### config.mk
export PLATFORM = sky130hd
export DESIGN_NAME = trace_rec_ctrl
export DESIGN_NICKNAME = d
export VERILOG_FILES = /design/src/rtl/trace_rec_pkg.sv /design/src/rtl/trace_rec_dp.sv /design/src/rtl/trace_sync_timer.sv /design/src/rtl/trace_rec_ctl.sv /design/src/rtl/trace_rec_ctrl.sv
export SDC_FILE = /design/constraint.sdc
export NUM_CORES = 1
export LEC_CHECK = 0
export BUFFER_PORTS_ARGS = -buffer_cell sky130_fd_sc_hd__buf_2
export CORE_ASPECT_RATIO = 1.4
export CORE_MARGIN = 10
export CORE_UTILIZATION = 40
export DETAILED_ROUTE_END_ITERATION = 8
export GPL_TIMING_DRIVEN = 0
export PLACE_DENSITY_LB_ADDON = 0.25
export SYNTH_ARGS = -nofsm -noshare
export SYNTH_HDL_FRONTEND = slang
export SYNTH_SLANG_ARGS = --single-unit
### constraint.sdc
create_clock -name clk -period 3.45 [get_ports clk]
set_clock_uncertainty 0.2 [all_clocks]
set_input_delay 0.69 -clock clk [delete_from_list [all_inputs] [get_ports clk]]
set_output_delay 0.69 -clock clk [all_outputs]
set_load 0.02 [all_outputs]
### src/rtl/trace_rec_pkg.sv
package trace_rec_pkg;

  // Strobes from control to datapath.
  typedef struct packed {
    logic capture;
    logic clear;
    logic rewind;
    logic advance;
  } dpStrobe_t;

  // Trigger vector bit positions: {pc1, pc0, addr}.
  localparam int TRIG_N = 3;

  // Mode bits within the 2-bit mode field.
  localparam int MODE_HALT_BIT = 0;
  localparam int MODE_PROF_BIT = 1;

  function automatic logic [TRIG_N-1:0] startMask(input logic [2:0] sel);
    logic [TRIG_N-1:0] m;
    case (sel)
      3'd2, 3'd3: m = 3'b001;
      3'd4, 3'd7: m = 3'b010;
      3'd5, 3'd6: m = 3'b100;
      default:    m = 3'b000;
    endcase
    return m;
  endfunction

  function automatic logic [TRIG_N-1:0] stopMask(input logic [2:0] sel);
    logic [TRIG_N-1:0] m;
    case (sel)
      3'd2, 3'd6: m = 3'b010;
      3'd3, 3'd7: m = 3'b100;
      3'd4, 3'd5: m = 3'b001;
      default:    m = 3'b000;
    endcase
    return m;
  endfunction

endpackage

### src/rtl/trace_rec_dp.sv
module trace_rec_dp
  import trace_rec_pkg::*;
#(
  parameter int DATA_W = 16,
  parameter int DEPTH  = 64
) (
  input  logic              clk,
  input  logic              rstN,
  input  dpStrobe_t         strobe,
  input  logic [DATA_W-1:0] wrData,
  output logic              lastSlot,
  output logic [DATA_W-1:0] rdData,
  output logic              rdAvail
);

  localparam int PTR_W = $clog2(DEPTH);
  localparam int CNT_W = $clog2(DEPTH + 1);
  localparam logic [PTR_W-1:0] PTR_LAST = PTR_W'(DEPTH - 1);
  localparam logic [CNT_W-1:0] CNT_FULL = CNT_W'(DEPTH);

  logic [DATA_W-1:0] store [DEPTH];
  logic [PTR_W-1:0]  wrPtr;
  logic [PTR_W-1:0]  rdPtr;
  logic [CNT_W-1:0]  rdRemain;
  logic              wrapped;

  logic [PTR_W-1:0]  oldestPtr;
  logic [CNT_W-1:0]  storedCnt;

  assign lastSlot  = (wrPtr == PTR_LAST);
  assign oldestPtr = wrapped ? wrPtr : '0;
  assign storedCnt = wrapped ? CNT_FULL : CNT_W'(wrPtr);
  assign rdData    = store[rdPtr];
  assign rdAvail   = (rdRemain != '0);

  // Storage array: no reset needed, contents qualified by pointers.
  always_ff @(posedge clk) begin
    if (strobe.capture) store[wrPtr] <= wrData;
  end

  // Write side.
  always_ff @(posedge clk or negedge rstN) begin
    if (!rstN) begin
      wrPtr   <= '0;
      wrapped <= 1'b0;
    end else if (strobe.clear) begin
      wrPtr   <= '0;
      wrapped <= 1'b0;
    end else if (strobe.capture) begin
      wrPtr <= lastSlot ? '0 : wrPtr + 1'b1;
      if (lastSlot) wrapped <= 1'b1;
    end
  end

  // Read side.
  always_ff @(posedge clk or negedge rstN) begin
    if (!rstN) begin
      rdPtr    <= '0;
      rdRemain <= '0;
    end else if (strobe.clear) begin
      rdPtr    <= '0;
      rdRemain <= '0;
    end else if (strobe.rewind) begin
      rdPtr    <= oldestPtr;
      rdRemain <= storedCnt;
    end else if (strobe.advance && rdAvail) begin
      rdPtr    <= (rdPtr == PTR_LAST) ? '0 : rdPtr + 1'b1;
      rdRemain <= rdRemain - 1'b1;
    end
  end

endmodule

### src/rtl/trace_sync_timer.sv
module trace_sync_timer #(
  parameter int SYNC_CYCLES = 8,
  parameter int SCALE       = 16
) (
  input  logic clk,
  input  logic rstN,
  input  logic enable,
  input  logic scaleUp,
  input  logic restart,
  output logic pulse
);

  localparam int LONG_CYCLES = SYNC_CYCLES * SCALE;
  localparam int W = $clog2(LONG_CYCLES + 1);
  localparam logic [W-1:0] SHORT_LIM = W'(SYNC_CYCLES - 1);
  localparam logic [W-1:0] LONG_LIM  = W'(LONG_CYCLES - 1);

  logic [W-1:0] cnt;
  logic [W-1:0] limit;

  assign limit = scaleUp ? LONG_LIM : SHORT_LIM;
  assign pulse = enable && (cnt == limit);

  always_ff @(posedge clk or negedge rstN) begin
    if (!rstN) begin
      cnt <= '0;
    end else if (restart || !enable) begin
      cnt <= '0;
    end else if (cnt >= limit) begin
      cnt <= '0;
    end else begin
      cnt <= cnt + 1'b1;
    end
  end

endmodule

### src/rtl/trace_rec_ctl.sv
module trace_rec_ctl
  import trace_rec_pkg::*;
(
  input  logic       clk,
  input  logic       rstN,
  input  logic       cfgWrEn,
  input  logic [7:0] cfgWrData,
  output logic [7:0] cfgQ,
  input  logic       traceValid,
  input  logic       trigAddr,
  input  logic       trigPc0,
  input  logic       trigPc1,
  input  logic       haltAck,
  input  logic       goCmd,
  input  logic       rdRewind,
  input  logic       rdAdvance,
  input  logic       lastSlot,
  output dpStrobe_t  strobe,
  output logic       haltReq
);

  localparam logic [7:0] CFG_WR_MASK = 8'hDF;

  logic [2:0]        selField;
  logic [1:0]        modeField;
  logic [TRIG_N-1:0] trigVec;
  logic              startHit;
  logic              stopHit;
  logic              recFlag;
  logic              recActive;
  logic              fullHalt;
  logic              capture;
  logic              haltMode;

  assign selField  = cfgQ[2:0];
  assign modeField = cfgQ[4:3];
  assign haltMode  = modeField[MODE_HALT_BIT];

  assign trigVec  = haltAck ? '0 : {trigPc1, trigPc0, trigAddr};
  assign startHit = |(trigVec & startMask(selField));
  assign stopHit  = |(trigVec & stopMask(selField));

  always_ff @(posedge clk or negedge rstN) begin
    if (!rstN) begin
      cfgQ <= '0;
    end else if (cfgWrEn) begin
      cfgQ <= cfgWrData & CFG_WR_MASK;
    end
  end

  // Recording window; stop has priority over start.
  always_ff @(posedge clk or negedge rstN) begin
    if (!rstN) begin
      recFlag <= 1'b0;
    end else if (cfgWrEn) begin
      recFlag <= 1'b0;
    end else if (stopHit) begin
      recFlag <= 1'b0;
    end else if (startHit) begin
      recFlag <= 1'b1;
    end
  end

  always_comb begin
    case (selField)
      3'd0:    recActive = 1'b0;
      3'd1:    recActive = 1'b1;
      default: recActive = recFlag;
    endcase
  end

  assign capture = traceValid && recActive && !fullHalt && !goCmd;

  always_ff @(posedge clk or negedge rstN) begin
    if (!rstN) begin
      fullHalt <= 1'b0;
    end else if (goCmd) begin
      fullHalt <= 1'b0;
    end else if (capture && lastSlot && haltMode) begin
      fullHalt <= 1'b1;
    end
  end

  assign haltReq = fullHalt;

  always_comb begin
    strobe         = '0;
    strobe.capture = capture;
    strobe.clear   = goCmd;
    strobe.rewind  = rdRewind;
    strobe.advance = rdAdvance;
  end

endmodule

### src/rtl/trace_rec_ctrl.sv
module trace_rec_ctrl
  import trace_rec_pkg::*;
#(
  parameter int DATA_W      = 16,
  parameter int DEPTH       = 64,
  parameter int SYNC_CYCLES = 8
) (
  input  logic              clk,
  input  logic              rstN,
  input  logic              cfgWrEn,
  input  logic [7:0]        cfgWrData,
  output logic [7:0]        cfgRdData,
  input  logic              traceValid,
  input  logic [DATA_W-1:0] traceData,
  input  logic              trigAddr,
  input  logic              trigPc0,
  input  logic              trigPc1,
  input  logic              haltAck,
  input  logic              goCmd,
  output logic              haltReq,
  input  logic              rdRewind,
  input  logic              rdAdvance,
  output logic [DATA_W-1:0] rdData,
  output logic              rdAvail,
  output logic              syncReq
);

  dpStrobe_t  strobe;
  logic       lastSlot;
  logic [7:0] cfgQ;
  logic       syncEnable;

  assign cfgRdData  = cfgQ;
  assign syncEnable = cfgQ[7] && cfgQ[3 + MODE_PROF_BIT] && !haltAck;

  trace_rec_ctl uCtl (
    .clk        (clk),
    .rstN       (rstN),
    .cfgWrEn    (cfgWrEn),
    .cfgWrData  (cfgWrData),
    .cfgQ       (cfgQ),
    .traceValid (traceValid),
    .trigAddr   (trigAddr),
    .trigPc0    (trigPc0),
    .trigPc1    (trigPc1),
    .haltAck    (haltAck),
    .goCmd      (goCmd),
    .rdRewind   (rdRewind),
    .rdAdvance  (rdAdvance),
    .lastSlot   (lastSlot),
    .strobe     (strobe),
    .haltReq    (haltReq)
  );

  trace_rec_dp #(
    .DATA_W (DATA_W),
    .DEPTH  (DEPTH)
  ) uDp (
    .clk      (clk),
    .rstN     (rstN),
    .strobe   (strobe),
    .wrData   (traceData),
    .lastSlot (lastSlot),
    .rdData   (rdData),
    .rdAvail  (rdAvail)
  );

  trace_sync_timer #(
    .SYNC_CYCLES (SYNC_CYCLES),
    .SCALE       (16)
  ) uSync (
    .clk     (clk),
    .rstN    (rstN),
    .enable  (syncEnable),
    .scaleUp (cfgQ[6]),
    .restart (cfgWrEn),
    .pulse   (syncReq)
  );

endmodule

==> metrics.md, run 1 <==
| Metric | Value |
|---|---|
| Via-to-Cell Ratio | `5.791` |
| Failing checks | `negative setup slack` |
| Min Tclk post-route | `~4200 ps` |
| Number of distinct library cells after synthesis | `between 50 and 60` |
| WL/cell | `30.87 um` |
| Syn Nets | `approximately 2000` |
| CTS tree | `done` |
| CTS sink cnt | `around 1100` |
| Antenna violations before repair | `5` |
| TNS Setup | `-10560 ps` |
| Core Rows | `139` |
| Worst hold slack | `approximately 45 ps` |
| Later-pin clock latency in the skew report | `690 ps` |
| Largest net degree at the start of global routing | `65` |
| Gr ovfl total | `0` |
| Top cell by count, worst path | `buf_16` |
| Yosys warns | `0` |
| Placement Cell Area | `44580 um^2` |
| Synthesized area per cell | `20.83 um^2` |
| Outcome | `finished with violations` |
| Final wirelength | `112.7 mm` |
| Most frequent cells in the layout | `edfxtp_1, mux4_2, clkbuf_16` |
| H-tree depth | `3` |
| Deepest clock path buffer count | `3` |
| Max Clock Freq | `approximately 240 MHz` |
| Vias in the first global route | `about 22000` |
| Cell breakdown of the critical path | `buf_12 -> buf_16 -> buf_16 -> mux4_2 -> mux2_4 -> o211ai_1 -> nand4_1 -> buf_6` |
| HPWL reported at the end of detailed placement | `73.22 mm` |
| P per Cell Area | `548.2 nW/um^2` |
| RSZ-0062 raised after global routing | `yes` |
| Clock slew at reported path FFs | `70 ps` |
| Leak pwr | `15.35 nW` |
| Arr. time, crit path | `3350 ps` |
| Crit-path max cell delay | `540 ps` |
| Layout cells sized above 1 | `0.3648` |
| Port Buffers | `57` |
| Seq/Total Area, Yosys | `0.7640` |
| Required @ worst endpoint | `about 2600 ps` |
| Drc violations | `0` |
| Setup Slack @ Placement | `-1430 ps` |
| 1st-iter DRT viols | `about 2200` |
| Critical path fanouts, max | `7` |
| Final setup viols | `16` |
| Die Ht | `400.9 um` |
| Slew HR | `0.07659` |
| Number of synthesized flops with an enable pin | `slightly above 1000` |
| Min-delay worst type | `in2reg` |
| Post-synth ARST share | `0.03487` |
| Fin area | `50300 um^2` |
| Root Driver | `clkbuf_16` |
| Cell count after synthesis | `1990` |
| Peak supply drop | `0.3879 mV` |
| Fin crit share | `1.228` |
| Mapped cell area | `41460 um^2` |
| Startpoint types | `flip-flop` |
| Crit Path Class | `reg2out` |
| Io pins | `62` |
| Top_reg_cell synth | `edfxtp_1` |
| Pre-antenna DRT Iters | `5` |
| Antenna Nets Post-Route | `0` |
| Core area | `about 100000 um^2` |
| Final WS setup | `-786.2 ps` |
| Nets | `2278` |
| Via count | `approximately 21000` |
| Final core utilization | `0.4894` |
| Gr usage total | `0.1905` |
| Max Slew Vio Count | `0` |
| Tightest Pin Transition | `1385 ps` |
| Die ar. | `117100 um^2` |
| Commonest non-fill, non-tap cell in the layout | `edfxtp_1` |
| Initial core utilization | `0.4034` |
| CP endpoint kind | `output port` |
| Chip Width | `292.1 um` |
| Final hold violation count | `0` |
| Max-cap check violation count | `0` |
| Gpl congestion | `0.8677` |
| First-pass GRT wire length | `~160 mm` |
| P&R area growth vs syn | `21.32%` |
| #FFs+latches synth | `1061` |
| CTS buffer count | `97` |
| CP max stage cell | `mux4_2` |
==> path summary, 6_finish.rpt <==
check / slack (ps) / startpoint / depth (start not counted) / to
hold reg to reg: 260 / uSync.cnt[0]$_DFF_PN0_ / 1 / uSync.cnt[0]$_DFF_PN0_
hold / removal: 50 / cfgWrData[2] / 2 / uCtl.cfgQ[2]$_DFFE_PN0P_
min in group asynchronous: 440 / rstN / 2 / uCtl.cfgQ[1]$_DFFE_PN0P_
max in group asynchronous: 2070 / rstN / 2 / uSync.cnt[1]$_DFF_PN0_
setup / recovery: -790 / uDp.rdPtr[0]$_DFFE_PN0P_ / 8 / rdData[9]
setup reg to reg: 80 / uCtl.cfgQ[2]$_DFFE_PN0P_ / 6 / uDp.store[53][2]$_DFFE_PP_
==> synthesized netlist by cell type, drive strengths merged (6+ instances only) <==
library cell | instances | share of area
a211oi | 11 | 0.0020
a21oi | 6 | 0.0010
a22oi | 26 | 0.0047
a31oi | 7 | 0.0011
buf | 64 | 0.010
clkbuf | 50 | 0.0046
dfrtp | 37 | 0.022
edfxtp | 1024 | 0.74
ha | 9 | 0.0027
inv | 10 | 0.00091
mux2 | 12 | 0.0033
mux2i | 94 | 0.023
mux4 | 238 | 0.13
nand2 | 40 | 0.0036
nand2b | 8 | 0.0012
nand3 | 40 | 0.0048
nand3b | 6 | 0.0011
nor2 | 123 | 0.011
nor2b | 10 | 0.0015
nor3 | 7 | 0.00084
o2111ai | 16 | 0.0034
o21ai | 38 | 0.0046
o221ai | 13 | 0.0027
o22a | 11 | 0.0023
o22ai | 21 | 0.0032
xnor2 | 12 | 0.0025
xor2 | 7 | 0.0015
==> flip-flops by register name, summed over array words and instances, names as in the netlist <==
name	count
uCtl.cfgQ	7
uCtl.haltReq	1
uCtl.recFlag	1
uDp.rdPtr	6
uDp.rdRemain	7
uDp.store	1024
uDp.wrPtr	6
uDp.wrapped	1
uSync.cnt	8
==> cell type report <==
class / count / area (um^2)
inverter: 11 / 45.04
tap: 1339 / 1675
multi-input combinational: 804 / 10640
fill: 8132 / 52490
clock inverter: 58 / 749.5
antenna: 1 / 2.502
sequential: 1061 / 31680
clock buffer: 118 / 2611
timing repair buffer: 148 / 1745
buffer: 111 / 1154
==> critical path: cells and delay by family, from the launching register on <==
| kind | cells | cell delay, ps |
|---|---|---|
| AO/OA/AOI/OAI | 1 | 190 |
| multiplexers | 2 | 830 |
| buffers and inverters | 4 | 790 |
| flip-flops | 1 | 410 |
| AND/OR/NAND/NOR | 1 | 400 |
==> repair_timing <==
action,CTS,global route
gates resized for setup,394,62
setup buffers,15,6
endpoints found under the setup margin,212,216
cloned,2,0
pin swaps,30,19
hold endpoints to repair,43,0
hold buffers,7,0
==> metal layers <==
metal | vias up | GRT usage | share of wire
met5 | - | 0 | 0.00038
met4 | 8 | 0.08705 | 0.048
met3 | 225 | 0.03211 | 0.057
met2 | 797 | 0.3352 | 0.52
met1 | 11330 | 0.2256 | 0.37
li1 | 8781 | - | -
==> cells by family (layout without fill, tap and decap cells) <==
logic type,Yosys count,count (layout),share of synthesized area
DFF,1061,1061,0.7640
muxes,344,344,0.1552
and+or+nand+nor,257,257,0.02825
AOI/OAI and AO/OA,174,174,0.03003
buffers and inverters,125,446,0.01563
xor gates and xnor gates,19,19,0.004014
adders and majority gates,9,9,0.002716
other,1,2,0.00009045
==> through the flow <==
stage          cells  power, mW
2_1_floorplan   1990      15.29
3_3_place_gp    3386      16.00
3_5_place_dp    3447      16.04
4_1_cts         3645      27.72
5_1_grt         3650      28.31
6_report        3651      27.57
==> where the power goes <==
part	leakage, nW	internal (mW)	switching, mW
clock network	1.61	6.67	4.75
registers	9.69	14.1	0.0240
logic	4.04	0.807	1.18
total	15.4	21.6	5.96
No activity file was read; power rests on OpenSTA's default activity.
==> run 2: changes to the inputs <==
==> constraint.sdc (replaced) <==
create_clock -name clk -period 4.9 [get_ports clk]
set_clock_uncertainty 0.2 [all_clocks]
set_input_delay 0.98 -clock clk [delete_from_list [all_inputs] [get_ports clk]]
set_output_delay 0.98 -clock clk [all_outputs]
set_load 0.02 [all_outputs]
==> run 2 against run 1 <==
- the flow now finishes without violations
- critical path type unchanged
- critical endpoint is now rdData[6]
- largest power group unchanged
- global-route usage fell by 0.24 points
- highest routed layer unchanged
- sequential share of layout area rose by 2.6 points
- setup slack improved by 830 ps
==> metrics.md, run 2 (same netlist as run 1, synthesis figures left out) <==
| Metric | Value |
|---|---|
| Outcome | `finished, final reports clean (was finished with violations)` |
| TNS Setup | `0 ps (was -10560 ps)` |
| HPWL reported at the end of detailed placement | `73.22 mm (unchanged)` |
| Top reg by flops | `uDp.store (unchanged)` |
| P&R area growth vs syn | `16.58% (was 21.32%)` |
| Min Tclk post-route | `4857 ps` |
| Largest register FFs | `1024 (unchanged)` |
| Final hold violation count | `0 (unchanged)` |
| RSZ-0062 raised after global routing | `no (was yes)` |
| Antenna violations before repair | `6 (was 5)` |
| WL/cell | `30.72 um (was 30.87 um)` |
| Via count | `20860 (was 21140)` |
| Top flop regs | `uDp.store: 1024 flops, uSync.cnt: 8 flops (unchanged)` |
| Root Driver | `clkbuf_16 (unchanged)` |
| Die Ht | `400.9 um (unchanged)` |
| Antenna Nets Post-Route | `0 (unchanged)` |
| Port Buffers | `57 (unchanged)` |
| Worst hold slack | `199.3 ps (was 45.41 ps)` |
| Deepest clock path buffer count | `3 (unchanged)` |
| Tot Pwr | `19.16 mW (was 27.57 mW)` |
| First-pass GRT wire length | `158.5 mm (was 160.5 mm)` |
| Layout filler cell count | `8378 (was 8132)` |
| Arr. time, crit path | `3680 ps (was 3350 ps)` |
| Core Rows | `139 (unchanged)` |
| Largest net degree at the start of global routing | `65 (unchanged)` |
| Final setup viols | `0 (was 16)` |
| Final std cells w/o fill | `3624 (was 3651)` |
| H-tree depth | `3 (unchanged)` |
| Via-to-Cell Ratio | `5.757 (was 5.791)` |
| Gpl congestion | `0.8677 (unchanged)` |
| CP max stage cell | `clkbuf_2 (was mux4_2)` |
| Gr usage total | `0.1881 (was 0.1905)` |
| CP top delay family | `buffers and inverters (was multiplexers)` |
| Required @ worst endpoint | `3720 ps (was 2560 ps)` |
| Top cell by count, worst path | `buf_2 (was buf_16)` |
| Max Slew Vio Count | `0 (unchanged)` |
| CP bufs+invs | `4 (unchanged)` |
| Cell breakdown of the critical path | `buf_2 -> buf_2 -> clkbuf_2 -> mux4_2 -> a22oi_1 -> nand3_2 -> nand3_1 -> o21ai_1 -> buf_2 (was buf_12 -> buf_16 -> buf_16 -> mux4_2 -> mux2_4 -> o211ai_1 -> nand4_1 -> buf_6)` |
| Gr ovfl total | `0 (unchanged)` |
| Critical path fanouts, max | `10 (was 7)` |
| Tightest Pin Transition | `1383 ps (was 1385 ps)` |
| Most frequent cells in the layout | `edfxtp_1, mux4_2, clkbuf_16 (unchanged)` |
| CTS tree | `done (unchanged)` |
| Io pins | `62 (unchanged)` |
| Drc violations | `0 (unchanged)` |
| CTS buffer count | `97 (unchanged)` |
| Final wirelength | `111.3 mm (was 112.7 mm)` |
| Fin crit share | `0.9913` |
| Nets | `2251 (was 2278)` |
| Placed Cells | `3447 (unchanged)` |
| Peak supply drop | `0.2718 mV (was 0.3879 mV)` |
| Clock slew at reported path FFs | `60 ps (was 70 ps)` |
| Pre-antenna DRT Iters | `5 (unchanged)` |
| CTS sink cnt | `1061 (unchanged)` |
| Commonest non-fill, non-tap cell in the layout | `edfxtp_1 (unchanged)` |
| 1st-iter DRT viols | `2309 (was 2197)` |
| Crit-path max cell delay | `440 ps (was 540 ps)` |
| Initial core utilization | `0.4034 (unchanged)` |
| Startpoint types | `flip-flop (unchanged)` |
| Later-pin clock latency in the skew report | `690 ps (about the same)` |
| Slew HR | `0.07789 (was 0.07659)` |
| P per Cell Area | `396.5 nW/um^2 (was 548.2 nW/um^2)` |
| Max Clock Freq | `205.9 MHz` |
| Max-cap check violation count | `0 (unchanged)` |
| Min-delay worst type | `in2async (was in2reg)` |
| Vias in the first global route | `21840 (was 22110)` |
| Crit Path Class | `reg2out (unchanged)` |
| Leak pwr | `14.84 nW (was 15.35 nW)` |
| CP endpoint kind | `output port (unchanged)` |
| Core area | `102800 um^2 (unchanged)` |
| Chip Width | `292.1 um (unchanged)` |
| Die ar. | `117100 um^2 (unchanged)` |
| Layout cells sized above 1 | `0.3078 (was 0.3648)` |
## run 2: metrics by stage
| stage | cell area [um^2] | setup slack, ps | utilization |
|---|---|---|---|
| 6_report | 48330 | 42.72 | 0.4702 |
| 5_1_grt | 48330 | 4.549 | 0.4702 |
| 4_1_cts | 48250 | 2.279 | 0.4694 |
| 3_5_place_dp | 44580 | -270.2 | 0.4337 |
| 3_3_place_gp | 43420 | -256.5 | 0.4224 |
| 2_1_floorplan | 41460 | 1570 | - |
## run 2: area by class of cell
cell class,count,area (um^2),share of cell area
repair buffers,119,1311,0.02713
plain buffers,113,729.5,0.01509
inverters,11,41.29,0.0008543
flip-flops and latches,1061,31680,0.6554
well taps,1339,1675,0.03466
clock buffers,118,2611,0.05403
diodes,1,2.502,0.00005177
multi-input cells,804,9537,0.1973
clock inverters,58,749.5,0.01551
## run 2: repair_timing
action                                  in CTS  in global routing
endpoints found under the setup margin      16                 10
pin swaps                                    1                  2
hold buffers                                 0                  0
cloned                                       0                  0
endpoints found under the hold margin        0                  0
resized for setup                           88                 19
buffers inserted                             1                  0
## run 2: power by group
group / switching, mW / total (mW) / internal [mW]
Sequential: 0.0162 / 9.98 / 9.96
Clock: 3.34 / 8.03 / 4.69
Combinational: 0.747 / 1.15 / 0.405
## run 2: metal layers
layer | part of all wire | global-route usage
met4 | 0.050 | 0.09130
met5 | 0.00032 | 0
met1 | 0.37 | 0.2199
met2 | 0.52 | 0.3287
met3 | 0.062 | 0.03593
## run 2: worst register-to-register path: cells and delay by family (launching register included)
family	cells	cell delay [ps]
compound gates	1	300
flops	1	440
simple gates	4	2590
## run 2: path summary, 6_finish.rpt
kind                                          start                         to  slack [ps]  cells after the start
max reg2reg                uCtl.cfgQ[2]$_DFFE_PN0P_  uDp.store[7][2]$_DFFE_PP_         970                      5
max                        uDp.rdPtr[1]$_DFFE_PN0P_                  rdData[6]          40                      9
max in group asynchronous                      rstN     uSync.cnt[1]$_DFF_PN0_        3760                      1
min                                            rstN   uCtl.cfgQ[2]$_DFFE_PN0P_         200                      1
min in group clk             uSync.cnt[0]$_DFF_PN0_     uSync.cnt[0]$_DFF_PN0_         260                      1
min reg2reg                  uSync.cnt[0]$_DFF_PN0_     uSync.cnt[0]$_DFF_PN0_         260                      1
